<file path="src/rtl/wbf_pkg.sv">
package wbf_pkg;

  // One-hot window state: which part of a burst the current output cycle holds.
  typedef struct packed {
    logic post;
    logic burst;
    logic pre;
  } wbf_win_t;

  // Steady toggle 0,1,0,1... with slot 0 at the LSB.
  function automatic logic [63:0] toggle_pat(input int n);
    logic [63:0] v;
    v = '0;
    for (int j = 0; j < n; j++) v[j] = j[0];
    return v;
  endfunction

  // Lead-in half window: quiet, then the last two odd slots high.
  function automatic logic [63:0] lead_half(input int half);
    logic [63:0] v;
    v = '0;
    for (int j = 0; j < half; j++) v[j] = j[0] && (j >= half - 3);
    return v;
  endfunction

  // Trail-out half window: three odd slots high from the fourth slot.
  function automatic logic [63:0] trail_half(input int half);
    logic [63:0] v;
    v = '0;
    for (int j = 0; j < half; j++) v[j] = j[0] && (j >= half - 5);
    return v;
  endfunction

endpackage

</file>
<file path="src/rtl/wbf_window.sv">
module wbf_window
  import wbf_pkg::*;
#(
  parameter int NPHASE = 8
) (
  input  logic              clk,
  input  logic              rst_n,
  input  logic [NPHASE-1:0] en_ph,
  output wbf_win_t          win
);

  // Arming cycle N -> preamble output after edge N, burst after N+1, postamble after N+2.
  always_ff @(posedge clk) begin
    if (!rst_n) begin
      win <= '0;
    end else begin
      win.pre   <= |en_ph;
      win.burst <= win.pre;
      win.post  <= win.burst;
    end
  end

endmodule

</file>
<file path="src/rtl/wbf_dq_shuffle.sv">
module wbf_dq_shuffle #(
  parameter int NPHASE = 8,
  parameter int DQ_W   = 16
) (
  input  logic                     clk,
  input  logic                     rst_n,
  input  logic                     take,
  input  logic [NPHASE*2*DQ_W-1:0] data_ph,
  output logic [DQ_W*2*NPHASE-1:0] dq_slots
);

  localparam int PW    = 2 * DQ_W;
  localparam int BEATS = 2 * NPHASE;

  logic [DQ_W*BEATS-1:0] shuffled;

  for (genvar i = 0; i < DQ_W; i++) begin : g_pin
    for (genvar p = 0; p < NPHASE; p++) begin : g_phase
      assign shuffled[i*BEATS + 2*p]     = data_ph[p*PW + i];
      assign shuffled[i*BEATS + 2*p + 1] = data_ph[p*PW + DQ_W + i];
    end
  end

  // Data is loaded only in the cycle following an arm; otherwise the lines idle low.
  always_ff @(posedge clk) begin
    if (!rst_n)    dq_slots <= '0;
    else if (take) dq_slots <= shuffled;
    else           dq_slots <= '0;
  end

endmodule

</file>
<file path="src/rtl/wbf_strobe.sv">
module wbf_strobe
  import wbf_pkg::*;
#(
  parameter int NPHASE = 8,
  parameter int NSTB   = 2
) (
  input  wbf_win_t                 win,
  output logic [NSTB*2*NPHASE-1:0] dqs_slots,
  output logic [2*NPHASE-1:0]      oe_slots
);

  localparam int BEATS = 2 * NPHASE;
  localparam int HALF  = NPHASE;

  localparam logic [63:0] TOG64  = toggle_pat(BEATS);
  localparam logic [63:0] LEAD64 = lead_half(HALF) << HALF;
  localparam logic [63:0] TRL64  = trail_half(HALF);
  localparam logic [63:0] ONES64 = '1;

  localparam logic [BEATS-1:0] BURST_PAT = TOG64[BEATS-1:0];
  localparam logic [BEATS-1:0] LEAD_PAT  = LEAD64[BEATS-1:0];
  localparam logic [BEATS-1:0] TRAIL_PAT = TRL64[BEATS-1:0];
  localparam logic [BEATS-1:0] HI_HALF   = ONES64[BEATS-1:0] << HALF;
  localparam logic [BEATS-1:0] LO_HALF   = ~HI_HALF;

  logic [BEATS-1:0] lane;

  always_comb begin
    lane     = '0;
    oe_slots = '0;
    if (win.pre) begin
      lane     = lane | LEAD_PAT;
      oe_slots = oe_slots | HI_HALF;
    end
    if (win.post) begin
      lane     = lane | TRAIL_PAT;
      oe_slots = oe_slots | LO_HALF;
    end
    if (win.burst) begin
      lane     = BURST_PAT;
      oe_slots = '1;
    end
  end

  for (genvar s = 0; s < NSTB; s++) begin : g_lane
    assign dqs_slots[s*BEATS +: BEATS] = lane;
  end

endmodule

</file>
<file path="src/rtl/wrburst_fmt.sv">
module wrburst_fmt
  import wbf_pkg::*;
#(
  parameter int NPHASE = 8,
  parameter int DQ_W   = 16,
  parameter int NSTB   = 2
) (
  input  logic                     clk,
  input  logic                     rst_n,
  input  logic [NPHASE-1:0]        wr_en_ph,
  input  logic [NPHASE*2*DQ_W-1:0] wr_data_ph,
  output logic [DQ_W*2*NPHASE-1:0] dq_slots,
  output logic [NSTB*2*NPHASE-1:0] dqs_slots,
  output logic [NSTB*2*NPHASE-1:0] dmi_slots,
  output logic [2*NPHASE-1:0]      oe_slots
);

  wbf_win_t win;

  wbf_window #(.NPHASE(NPHASE)) u_window (
    .clk   (clk),
    .rst_n (rst_n),
    .en_ph (wr_en_ph),
    .win   (win)
  );

  wbf_dq_shuffle #(.NPHASE(NPHASE), .DQ_W(DQ_W)) u_shuffle (
    .clk      (clk),
    .rst_n    (rst_n),
    .take     (win.pre),
    .data_ph  (wr_data_ph),
    .dq_slots (dq_slots)
  );

  wbf_strobe #(.NPHASE(NPHASE), .NSTB(NSTB)) u_strobe (
    .win       (win),
    .dqs_slots (dqs_slots),
    .oe_slots  (oe_slots)
  );

  // Masking is not supported; mask lanes stay low.
  assign dmi_slots = '0;

endmodule

</file>
<file path="config.mk">
export PLATFORM = sky130hd
export DESIGN_NAME = wrburst_fmt
export DESIGN_NICKNAME = d
export VERILOG_FILES = /design/src/rtl/wbf_pkg.sv /design/src/rtl/wbf_window.sv /design/src/rtl/wbf_dq_shuffle.sv /design/src/rtl/wbf_strobe.sv /design/src/rtl/wrburst_fmt.sv
export SDC_FILE = /design/constraint.sdc
export NUM_CORES = 1
export LEC_CHECK = 0
export ABC_CLOCK_PERIOD_IN_PS = 1300
export BUFFER_PORTS_ARGS = -buffer_cell sky130_fd_sc_hd__buf_2
export CAP_MARGIN = 5
export CORE_AREA = 8 8 226 228
export DETAILED_ROUTE_END_ITERATION = 6
export DIE_AREA = 0 0 234 236
export PLACE_DENSITY = 0.44
export SKIP_LAST_GASP = 1
export SYNTH_ARGS = -nofsm -noshare
export SYNTH_HDL_FRONTEND = slang
export SYNTH_SLANG_ARGS = --single-unit
</file>
<file path="constraint.sdc">
create_clock -name clk -period 1.3 [get_ports clk]
set_clock_uncertainty 0.15 [all_clocks]
set_input_delay 0.065 -clock clk [delete_from_list [all_inputs] [get_ports clk]]
set_output_delay 0.065 -clock clk [all_outputs]
set_load 0.01 [all_outputs]
</file>
==> results.json <==
{
  "pwr-share-clk": 0.425,
  "cts_buffers": 29,
  "p_comb_frac": 0.129,
  "worstPathBufferInverterCount": 1,
  "gp_congestion": 0.7688,
  "die_h_um": 236,
  "switchingPower_mw": 4.487,
  "gr-usage-all-layers": 0.1138,
  "clk_pin_slew_ns": 0.06,
  "r2r-start": "u_window.win[0]",
  "status": "finished with violations",
  "synthMuxAreaShare": 0,
  "fmax_mhz": 629.6,
  "worstHoldStart": "wr_data_ph[128]",
  "grt_max_degree": 83,
  "whs_path_depth": 3,
  "fin_area_um2": 14710,
  "max_stage_delay_ns": 0.36,
  "cts_root_buf": "clkbuf_16",
  "switching_share": 0.2391,
  "reg2reg_slack_ns": -0.04,
  "hold_class": "in -> reg",
  "cts.htree.levels": 1,
  "wire_per_inst_um": 17.23,
  "cts_tree": "yes",
  "viasPerCell": 3.656,
  "fill_cells": 4803,
  "die_area_um2": 55220,
  "ys_seq_area_frac": 0.6597,
  "yosys.area_share.simple": 0.2085,
  "grt_antenna_before_repair": 2,
  "critPathCaptureType": "output pin",
  "dp_hpwl_um": 24410,
  "synthXorXnorAreaFrac": 0,
  "synth_fa_ha_area_frac": 0,
  "yosysUniqueCellTypes": 11,
  "path_max_fanout": 6,
  "placed_cell_area_um2": 10820,
  "synth_top_family_by_area": "simple AND/OR/NAND/NOR gates",
  "layout_common_cells": "525 x buf_2, 261 x dlygate4sd3_1, 256 x and3_1",
  "finalPower_mw": 18.76,
  "cp_cell_sequence": "or2_4 -> buf_2",
  "syn_inst": 658,
  "rsz0062_at_grt": "true",
  "drt_iter0_drc": 240,
  "crit_path_start_kind": "flip-flop",
  "layout-drive-gt1-share": 0.4409,
  "period_share": 1.222,
  "vias": 7604,
  "ioPinCount": 602,
  "setup_slack_ns": -0.2882,
  "clockBufferDepth": 3,
  "final_common_cell": "buf_2",
  "wirelength_um": 35830,
  "power.static_leakage_nw": 8.034,
  "setup_viol": 88,
  "rr_worst_depth": 4,
  "yosys_register_bits": 259,
  "hold_viol": 0,
  "fin_crit_ns": 1.588,
  "critPathKind": "reg -> out",
  "synth_compound_area_frac": 0.0009551,
  "p_seq_frac": 0.445,
  "synth_area_um2": 7860,
  "synth_warnings": 0,
  "grt_pass1_vias": 8326,
  "arrival_ns": 1.37,
  "grt-ovfl-total": 0,
  "drv_cap": 0,
  "violations": "negative setup slack",
  "die_w_um": 234,
  "grt_pass1_wl_um": 49070,
  "area_growth_syn_to_layout_pct": 87.09,
  "p_per_area_nw_per_um2": 1276,
  "slew_violations": 0,
  "core_area_um2": 47350,
  "required_ns": 1.09,
  "rows": 80,
  "layout.nets": 1707,
  "p_int_mw": 14.28,
  "hold_end": "u_shuffle.dq_slots[8]",
  "clk-insertion-delay-late_ns": 0.57,
  "post-place-ws_ns": 0.1066,
  "syn_avg_cell_area_um2": 11.95,
  "io_buffers": 553,
  "reg2reg_to": "u_shuffle.dq_slots[188]",
  "drc": 0,
  "crit_family": "flip-flops",
  "clock-sinks": 259,
  "ir_worst_vdd_mv": 0.7407,
  "ant_nets": 0,
  "first_pass_iters": 4,
  "start_util": 0.1660,
  "slowest_stage": "dfxtp_4"
}
## power groups by stage
| stage | combinational (mW) | clock (mW) | sequential [mW] |
|---|---|---|---|
| after floorplan | 0.738 | 0 | 8.69 |
| after global placement | 1.66 | 0 | 8.52 |
| after detailed placement | 1.66 | 0 | 8.52 |
| after CTS | 2.36 | 8.29 | 8.35 |
| after global routing | 2.62 | 8.61 | 8.38 |
| final | 2.43 | 7.98 | 8.36 |
## worst reg2reg max path: stages, from the launching register on
cell,delay [ns]
dfxtp_4,0.37
buf_6,0.25
buf_16,0.19
buf_12,0.15
and3_1,0.16
## registers in the layout (all words and copies together), names as in the netlist
| signal | count |
|---|---|
| u_window.win | 3 |
| u_shuffle.dq_slots | 256 |
## metal layers
metal | GRT usage | vias to the layer above | wire [um] | part of all wire
met1 | 0.1199 | 3474 | 13380 | 0.37
li1 | - | 3657 | - | -
met2 | 0.2023 | 415 | 17700 | 0.49
met4 | 0.04406 | 0 | 1217 | 0.034
met5 | 0 | - | 0 | 0
met3 | 0.04261 | 58 | 3531 | 0.099
## through the flow
| step | util | hold slack (ns) | TNS, ns | cells |
|---|---|---|---|---|
| floorplan | - | 0.06092 | 0 | 705 |
| CTS | 0.3070 | 0.05195 | -11.74 | 2073 |
| global route | 0.3106 | 0.07812 | -23.31 | 2080 |
| detailed placement | 0.2286 | 0.1407 | 0 | 1756 |
| finish | 0.3106 | 0.1084 | -8.951 | 2080 |
| global placement | 0.2286 | 0.1372 | 0 | 1756 |
## final cells by class
type	count	area, um2	share of cell area
clock buffers	44	842.1	0.05726
flip-flops and latches	259	5221	0.3551
well taps	615	769.5	0.05233
diodes	2	5.005	0.0003403
repair buffers	838	5931	0.4033
clock inverters	9	81.33	0.005530
multi-input cells	313	1856	0.1262
## cells in the mapped netlist
| cell | instances | area (um2) |
|---|---|---|
| buf_4 | 83 | 623.1 |
| and2_1 | 2 | 12.51 |
| clkbuf_2 | 21 | 105.1 |
| a21boi_0 | 1 | 7.510 |
| nor4_1 | 2 | 12.51 |
| clkbuf_1 | 7 | 26.28 |
| or2_2 | 2 | 12.51 |
| conb_1 | 1 | 3.750 |
| buf_6 | 24 | 270.3 |
| dfxtp_1 | 259 | 5185 |
| and3_1 | 256 | 1602 |
## timing repair
| item | 4_1_cts | 5_1_grt |
|---|---|---|
| buffers inserted | 1 | 0 |
| endpoints found under the setup margin | 53 | 197 |
| pin swaps | 2 | 0 |
| hold buffers | 261 | 0 |
| cloned | 2 | 5 |
| gates resized for setup | 49 | 12 |
| hold endpoints to repair | 259 | 0 |
## cells by family (layout without fill, tap and decap cells)
kind of cell	count (synthesis)	count (layout)
and+or+nand+nor	262	264
DFF	259	259
buffers and inverters	135	891
other	1	50
AOI/OAI and AO/OA	1	1
## worst max-delay path by stage
stage,startpoint,endpoint,slack [ns],depth (start not counted)
floorplan,u_window.win[0],dqs_slots[15],0.03,4
global placement,u_window.win[0],u_shuffle.dq_slots[219],0.13,3
detailed placement,u_window.win[0],u_shuffle.dq_slots[141],0.11,3
CTS,u_window.win[1],dqs_slots[31],-0.34,2
global route,u_window.win[1],oe_slots[10],-0.34,2
finish,u_window.win[0],oe_slots[10],-0.29,2
No activity file was read; power rests on OpenSTA's default activity.
